===== src/rtl/tbrs_pkg.sv =====
package tbrs_pkg;
  typedef enum logic [1:0] {
    RD_NONE = 2'd0,
    RD_CS_L = 2'd1,
    RD_CS_R = 2'd2,
    RD_USER = 2'd3
  } rd_kind_e;

  localparam int unsigned NFLAGS = 3;
  localparam int unsigned NCAPS  = 3;
endpackage


===== src/rtl/tbrs_timer.sv =====
module tbrs_timer #(
  parameter int unsigned CYC_PER_FRAME    = 128,
  parameter int unsigned FRAMES_PER_BLOCK = 192,
  localparam int unsigned CW = $clog2(CYC_PER_FRAME),
  localparam int unsigned FW = $clog2(FRAMES_PER_BLOCK)
) (
  input  logic          clk_i,
  input  logic          rst_ni,
  output logic [CW-1:0] cyc_o,
  output logic [FW-1:0] frame_o
);
  logic [CW-1:0] cyc_q;
  logic [FW-1:0] frame_q;

  always_ff @(posedge clk_i or negedge rst_ni) begin
    if (!rst_ni) begin
      cyc_q   <= '0;
      frame_q <= '0;
    end else if (cyc_q == CW'(CYC_PER_FRAME - 1)) begin
      cyc_q   <= '0;
      frame_q <= (frame_q == FW'(FRAMES_PER_BLOCK - 1)) ? '0 : frame_q + 1'b1;
    end else begin
      cyc_q <= cyc_q + 1'b1;
    end
  end

  assign cyc_o   = cyc_q;
  assign frame_o = frame_q;
endmodule


===== src/rtl/tbrs_addr_gen.sv =====
module tbrs_addr_gen
  import tbrs_pkg::*;
#(
  parameter int unsigned CYC_PER_FRAME        = 128,
  parameter int unsigned FRAMES_PER_BLOCK     = 192,
  parameter int unsigned FRAMES_PER_CS_BYTE   = 8,
  parameter int unsigned FRAMES_PER_USER_BYTE = 4,
  parameter int unsigned CS_GROUP             = 4,
  parameter int unsigned USER_SLOTS           = 4,
  parameter int unsigned AW                   = 5,
  parameter int unsigned CS_L_HEAD            = 8,
  parameter int unsigned CS_L_TAIL            = 12,
  parameter int unsigned CS_R_HEAD            = 16,
  parameter int unsigned CS_R_TAIL            = 20,
  parameter int unsigned USER_BASE            = 4,
  localparam int unsigned CW   = $clog2(CYC_PER_FRAME),
  localparam int unsigned FW   = $clog2(FRAMES_PER_BLOCK),
  localparam int unsigned HALF = CYC_PER_FRAME / 2
) (
  input  logic [CW-1:0] cyc_i,
  input  logic [FW-1:0] frame_i,
  output rd_kind_e      kind_o,
  output logic [AW-1:0] addr_o,
  output logic          rd_o,
  output logic          arm_o,
  output logic          last_o,
  output logic [FW-1:0] cs_byte_o,
  output logic [FW-1:0] user_idx_o
);
  logic          sub;
  logic [CW-1:0] pos;
  logic [FW-1:0] cs_byte, cs_phase, user_idx, user_phase;
  logic          cs_slot, user_slot;

  assign sub = cyc_i >= CW'(HALF);
  assign pos = sub ? cyc_i - CW'(HALF) : cyc_i;

  assign cs_byte    = frame_i / FW'(FRAMES_PER_CS_BYTE);
  assign cs_phase   = frame_i % FW'(FRAMES_PER_CS_BYTE);
  assign user_idx   = frame_i / FW'(FRAMES_PER_USER_BYTE);
  assign user_phase = frame_i % FW'(FRAMES_PER_USER_BYTE);

  assign cs_slot   = cs_phase == '0;
  assign user_slot = user_phase == FW'(FRAMES_PER_USER_BYTE / 2);

  always_comb begin
    kind_o = RD_NONE;
    if (cs_slot)                kind_o = sub ? RD_CS_R : RD_CS_L;
    else if (user_slot && !sub) kind_o = RD_USER;
  end

  // first group has its own window, later groups share one
  always_comb begin
    unique case (kind_o)
      RD_CS_L: addr_o = (cs_byte < FW'(CS_GROUP))
                        ? AW'(FW'(CS_L_HEAD) + cs_byte)
                        : AW'(FW'(CS_L_TAIL) + (cs_byte % FW'(CS_GROUP)));
      RD_CS_R: addr_o = (cs_byte < FW'(CS_GROUP))
                        ? AW'(FW'(CS_R_HEAD) + cs_byte)
                        : AW'(FW'(CS_R_TAIL) + (cs_byte % FW'(CS_GROUP)));
      default: addr_o = AW'(FW'(USER_BASE) + (user_idx % FW'(USER_SLOTS)));
    endcase
  end

  assign rd_o       = (pos >= CW'(HALF - 2)) && (kind_o != RD_NONE);
  assign arm_o      = pos == CW'(HALF - 3);
  assign last_o     = pos == CW'(HALF - 1);
  assign cs_byte_o  = cs_byte;
  assign user_idx_o = user_idx;
endmodule


===== src/rtl/tbrs_flags.sv =====
module tbrs_flags
  import tbrs_pkg::*;
#(
  parameter int unsigned FW         = 8,
  parameter int unsigned CS_GROUP   = 4,
  parameter int unsigned USER_SLOTS = 4
) (
  input  logic              clk_i,
  input  logic              rst_ni,
  input  logic              arm_i,
  input  rd_kind_e          kind_i,
  input  logic [FW-1:0]     cs_byte_i,
  input  logic [FW-1:0]     user_idx_i,
  input  logic [NFLAGS-1:0] mask_i,
  input  logic              ack_i,
  output logic [NFLAGS-1:0] flag_o,
  output logic              irq_no
);
  logic [NFLAGS-1:0] fl_q, fl_d;
  logic              irq_q, irq_set;

  always_comb begin
    fl_d = fl_q;
    if (arm_i && kind_i == RD_CS_L) begin
      fl_d[0] = (cs_byte_i % FW'(CS_GROUP)) >= FW'(CS_GROUP / 2);
      fl_d[2] = cs_byte_i < FW'(CS_GROUP);
    end
    if (arm_i && kind_i == RD_USER) begin
      fl_d[1] = (user_idx_i % FW'(USER_SLOTS)) >= FW'(USER_SLOTS / 2);
    end
  end

  assign irq_set = |((fl_d ^ fl_q) & mask_i);

  always_ff @(posedge clk_i or negedge rst_ni) begin
    if (!rst_ni) begin
      fl_q  <= 3'b100;
      irq_q <= 1'b0;
    end else begin
      fl_q <= fl_d;
      if (irq_set)    irq_q <= 1'b1;  // set beats ack
      else if (ack_i) irq_q <= 1'b0;
    end
  end

  assign flag_o = fl_q;
  assign irq_no = ~irq_q;
endmodule


===== src/rtl/tx_buf_rd_seq.sv =====
module tx_buf_rd_seq
  import tbrs_pkg::*;
#(
  parameter int unsigned CYC_PER_FRAME        = 128,
  parameter int unsigned FRAMES_PER_BLOCK     = 192,
  parameter int unsigned FRAMES_PER_CS_BYTE   = 8,
  parameter int unsigned FRAMES_PER_USER_BYTE = 4,
  parameter int unsigned CS_GROUP             = 4,
  parameter int unsigned USER_SLOTS           = 4,
  parameter int unsigned AW                   = 5,
  parameter int unsigned DW                   = 8,
  parameter int unsigned CS_L_HEAD            = 8,
  parameter int unsigned CS_L_TAIL            = 12,
  parameter int unsigned CS_R_HEAD            = 16,
  parameter int unsigned CS_R_TAIL            = 20,
  parameter int unsigned USER_BASE            = 4,
  localparam int unsigned CW = $clog2(CYC_PER_FRAME),
  localparam int unsigned FW = $clog2(FRAMES_PER_BLOCK)
) (
  input  logic              clk_i,
  input  logic              rst_ni,
  input  logic [NFLAGS-1:0] irq_mask_i,
  input  logic              irq_ack_i,
  input  logic [DW-1:0]     ram_rdata_i,
  output logic [AW-1:0]     ram_addr_o,
  output logic              ram_rd_o,
  output logic [NFLAGS-1:0] flag_o,
  output logic              irq_no,
  output logic [DW-1:0]     cs_left_o,
  output logic [DW-1:0]     cs_right_o,
  output logic [DW-1:0]     user_o
);
  logic [CW-1:0] cyc;
  logic [FW-1:0] frame, cs_byte, user_idx;
  rd_kind_e      kind;
  logic          arm, last;
  logic [DW-1:0] cap_q [NCAPS];

  tbrs_timer #(
    .CYC_PER_FRAME   (CYC_PER_FRAME),
    .FRAMES_PER_BLOCK(FRAMES_PER_BLOCK)
  ) i_timer (
    .clk_i  (clk_i),
    .rst_ni (rst_ni),
    .cyc_o  (cyc),
    .frame_o(frame)
  );

  tbrs_addr_gen #(
    .CYC_PER_FRAME       (CYC_PER_FRAME),
    .FRAMES_PER_BLOCK    (FRAMES_PER_BLOCK),
    .FRAMES_PER_CS_BYTE  (FRAMES_PER_CS_BYTE),
    .FRAMES_PER_USER_BYTE(FRAMES_PER_USER_BYTE),
    .CS_GROUP            (CS_GROUP),
    .USER_SLOTS          (USER_SLOTS),
    .AW                  (AW),
    .CS_L_HEAD           (CS_L_HEAD),
    .CS_L_TAIL           (CS_L_TAIL),
    .CS_R_HEAD           (CS_R_HEAD),
    .CS_R_TAIL           (CS_R_TAIL),
    .USER_BASE           (USER_BASE)
  ) i_addr_gen (
    .cyc_i     (cyc),
    .frame_i   (frame),
    .kind_o    (kind),
    .addr_o    (ram_addr_o),
    .rd_o      (ram_rd_o),
    .arm_o     (arm),
    .last_o    (last),
    .cs_byte_o (cs_byte),
    .user_idx_o(user_idx)
  );

  tbrs_flags #(
    .FW        (FW),
    .CS_GROUP  (CS_GROUP),
    .USER_SLOTS(USER_SLOTS)
  ) i_flags (
    .clk_i     (clk_i),
    .rst_ni    (rst_ni),
    .arm_i     (arm),
    .kind_i    (kind),
    .cs_byte_i (cs_byte),
    .user_idx_i(user_idx),
    .mask_i    (irq_mask_i),
    .ack_i     (irq_ack_i),
    .flag_o    (flag_o),
    .irq_no    (irq_no)
  );

  // one holding register per read type, slot k serves kind k+1
  for (genvar k = 0; k < NCAPS; k++) begin : g_cap
    always_ff @(posedge clk_i or negedge rst_ni) begin
      if (!rst_ni) cap_q[k] <= '0;
      else if (ram_rd_o && last && kind == rd_kind_e'(2'(k + 1))) cap_q[k] <= ram_rdata_i;
    end
  end

  assign cs_left_o  = cap_q[0];
  assign cs_right_o = cap_q[1];
  assign user_o     = cap_q[2];
endmodule


===== config.mk =====
export PLATFORM = sky130hd
export DESIGN_NAME = tx_buf_rd_seq
export DESIGN_NICKNAME = d
export VERILOG_FILES = /design/src/rtl/tbrs_pkg.sv /design/src/rtl/tbrs_timer.sv /design/src/rtl/tbrs_addr_gen.sv /design/src/rtl/tbrs_flags.sv /design/src/rtl/tx_buf_rd_seq.sv
export SDC_FILE = /design/constraint.sdc
export NUM_CORES = 1
export LEC_CHECK = 0
export BUFFER_PORTS_ARGS = -buffer_cell sky130_fd_sc_hd__clkbuf_2
export CAP_MARGIN = 20
export CORE_UTILIZATION = 57
export CTS_BUF_LIST = sky130_fd_sc_hd__clkbuf_16
export CTS_CLUSTER_SIZE = 20
export DETAILED_ROUTE_END_ITERATION = 16
export GPL_TIMING_DRIVEN = 0
export PLACE_DENSITY = 0.81
export SLEW_MARGIN = 25
export SYNTH_ARGS = -nofsm -noshare
export SYNTH_HDL_FRONTEND = slang
export SYNTH_SLANG_ARGS = --single-unit

===== constraint.sdc =====
create_clock -name clk_i -period 4.75 [get_ports clk_i]
set_input_delay 0.95 -clock clk_i [delete_from_list [all_inputs] [get_ports clk_i]]
set_output_delay 0.95 -clock clk_i [all_outputs]
set_load 0.1 [all_outputs]

==> impl_metrics.yaml <==
finish:
  post-route-util_pct: 72.91
  num_antenna_cells: 0
  filler_cells: 251
  area_growth_syn_to_layout_pct: 21.31
  proportion_of_layout_cells_with_a_drive_suffix_above_1_pct: 42.22
  nNetsFinal: 246
timing:
  finalWorstPathRequiredPeriod_ns: 3.077
  finalSetupViolations: 0
  timing_worst_slew_pin_value_ns: 0.9158
  slew_headroom_pct: 38.95
  tns_ns: 0
  maxClockFrequency_mhz: 325.0
  final.setup.worst_slack_ns: 1.673
  finalHoldViolations: 0
  fin_worst_skew_ns: 0.004990
  grt_setup_unrepaired: "false"
  final_min_period_over_clock_period_pct: 64.78
  slew_viol_final: 0
synthesis:
  ys_ff_latch: 43
  synth_area_per_cell_sq_um: 11.98
  netlist-cell-type-count: 33
  synth.net_count: 192
  synth_xor_area_share_pct: 6.020
  ys_warnings: 0
  synthCells: 170
  fraction_of_registers_with_async_set_reset_pct: 100.0
  largest_family_of_logic_cells_by_synthesized_area: "simple AND/OR/NAND/NOR gates"
  adder_cell_area_share_of_the_yosys_netlist_pct: 4.914
  post_synth_edffs: 0
  synth_flop_cell: "dfrtp_1"
  yosysSeqAreaShare_pct: 52.89
  synthSimpleGateAreaFrac_pct: 15.60
  synth_compound_gate_area_share_pct: 2.457
  mappedNetlistArea_sq_mm: 0.002037
  muxShareOfSynthArea_pct: 15.48
power:
  vdd_ir_drop_max_mv: 0.2694
  power_density_mw_per_mm2: 316.0
  power.share.switching_pct: 25.94
  static_leakage_nw: 1.197
  pwr-share-seq_pct: 48.3
  intPower_mw: 0.5784
  power.switching_mw: 0.2026
  share_clk_of_total_power_pct: 41.5
  power_frac_comb_pct: 10.2
global_route:
  first_global_vias: 1282
  largest_net_degree_at_the_start_of_global_routing: 44
  wire_length_of_the_first_global_routing_pass_um: 5720
  gr-usage-all-layers_pct: 21.99
  globalRoute.totalOverflow: 0
  initial_antenna_violation_count: 0
clock_network:
  worstSkewPairLatency_ns: 0.29
  path_clk_slew_ns: 0.06
  tritoncts.num_buffers: 5
  clock_path_buffers: 2
  clock-root-buffer: "clkbuf_16"
  resized_after_cts: 0
  cts_tree: "done"
  cts_sinks: 43
  count_of_hold_buffers_inserted_by_post_cts_repair: 0
  postCtsSetupRepairBufs: 0
  htreeDepth: 2
routing:
  drt-initial-drc-count: 46
  top_layer_used: "met4"
  route.detailed.vias_per_inst: 5.199
  met2_length_um: 1947
  ant_nets: 0
  detailroute.wirelength.met3_um: 171
  wl_per_cell_um: 13.97
  drt_pass1_iterations: 4
  drcViolationCount: 0
  num_vias: 1409
  routed_wl_um: 3785
  drt-met1-wl_um: 1616
placed_design:
  final_gp_congestion: 0.7507
  io_buffer_count: 47
  place_worst_setup_slack_ns: 1.984
  post-dp-hpwl_um: 2800
setup_path:
  cp.arrival_ns: 2.13
  path_max_fanout: 6
  worst-endpoint-required_ns: 3.80
  worst-setup-path-type: "register to output pin"
  worst_setup_path_start_kind: "register"
  cp-end-kind: "output pin"
die:
  die_h_um: 61.78
  placement_rows: 21
  initial_core_util_pct: 60.10
  dieArea_sq_mm: 0.003817
  core_region_area_sq_mm: 0.003390
  fp.dieW_um: 61.78
  num_io_pins: 48
status:
  status: "finished, final reports clean"
min_path:
  worstHoldPathType: "register to register"
job:
  cap_violations: 0
metal layers:
layer	track usage (%)	up-vias
met5	0	-
met2	35.79	34
met3	8.489	5
met1	26.46	694
met4	8.571	0
li1	-	676
metrics by stage:
step	power [mW]	cell area [sq um]	std cells	hold WS (ns)
after floorplan	0.4412	2037	170	0.4908
after global placement	0.4622	2330	263	0.4889
after detailed placement	0.4643	2330	263	0.4939
after CTS	0.7905	2471	271	0.5069
after global routing	0.8112	2471	271	0.5220
final	0.7810	2471	271	0.5013
registers in the layout, summed over array words and instances (netlist names):
| signal | flops |
|---|---|
| i_timer.cyc_o | 7 |
| i_timer.frame_o | 8 |
| cs_right_o | 8 |
| user_o | 8 |
| i_flags.flag_o | 3 |
| cs_left_o | 8 |
| i_flags.irq_q | 1 |
power groups by stage:
stage          sequential, mW  clock (mW)  combinational [mW]
5_1_grt                 0.378       0.350              0.0835
3_3_place_gp            0.383           0              0.0792
3_5_place_dp            0.384           0              0.0806
4_1_cts                 0.377       0.333              0.0807
2_1_floorplan           0.435           0             0.00662
6_report                0.377       0.324              0.0799
Yosys cell counts (all sizes together), types with 2 or more instances:
cell | number | area, sq um
and3 | 2 | 13.77
clkbuf | 3 | 12.51
dfrtp | 42 | 1051
ha | 8 | 100.1
inv | 9 | 33.78
mux2 | 28 | 315.3
nand2 | 16 | 60.06
nand3 | 7 | 45.04
nand4 | 4 | 40.04
nor2 | 14 | 55.06
nor2b | 2 | 12.51
nor3 | 3 | 15.01
nor4 | 3 | 33.78
o21ai | 4 | 20.02
xnor2 | 8 | 70.07
xor2 | 6 | 52.55
worst paths after layout:
check / from / endpoint / slack (ns) / cells past startpoint
worst max-delay path: i_timer.frame_o[6]$_DFFE_PN0N_ / ram_addr_o[3] / 1.67 / 7
worst min-delay path: user_o[1]$_DFFE_PN0P_ / user_o[1]$_DFFE_PN0P_ / 0.50 / 1
worst max register to register: i_timer.frame_o[0]$_DFFE_PN0N_ / cs_left_o[4]$_DFFE_PN0P_ / 2.64 / 6
worst min register to register: user_o[1]$_DFFE_PN0P_ / user_o[1]$_DFFE_PN0P_ / 0.50 / 1
max in group asynchronous: rst_ni / i_flags.irq_q$_DFFE_PN0P_ / 3.38 / 1
min in group asynchronous: rst_ni / i_timer.frame_o[7]$_DFFE_PN0N_ / 0.80 / 1
cells by family (layout without fill, tap and decap cells):
group / after synthesis / count (layout)
fa+ha+maj: 8 / 8
flops: 43 / 43
buf+inv: 13 / 68
mux: 28 / 28
compound gates: 8 / 8
xor+xnor: 14 / 14
simple gates: 56 / 56
layout make-up:
class                      count  area, sq um  share of cell area [%]
clock buffer                   5        125.1                   5.063
inverter                       9        33.78                   1.367
clock inverter                 3        16.27                  0.6582
timing repair buffer          47        235.2                   9.519
multi-input combinational    114        905.9                   36.66
tap                           46        57.56                   2.329
buffer                         4        20.02                  0.8101
sequential                    43         1077                   43.59
critical path: stages (launching register included):
cell      delay (ns)
dfrtp_1         0.43
inv_1           0.10
ha_1            0.14
nor2b_1         0.37
nand2_1         0.13
xnor2_1         0.14
nor2_1          0.08
clkbuf_2        0.46
cell usage in the layout, fill, tap and decap left out, drive strengths merged:
cell,synthesis,layout
clkbuf,3,54
dfrtp,42,42
mux2,28,28
nand2,16,16
nor2,14,14
inv,9,10
xnor2,8,8
ha,8,8
nand3,7,7
xor2,6,6
o21ai,4,4
nand4,4,4
nor3,3,3
nor4,3,3
nor2b,2,2
buf,1,2
and3,2,2
nand3b,1,1
nand2b,1,1
a21oi,1,1
a21o,1,1
and2b,1,1
nor3b,1,1
a22oi,1,1
a2bb2oi,1,1
or2,1,1
clkinv,0,1
clkinvlp,0,1
dfstp,1,1
(Power assumes the default switching activity.)
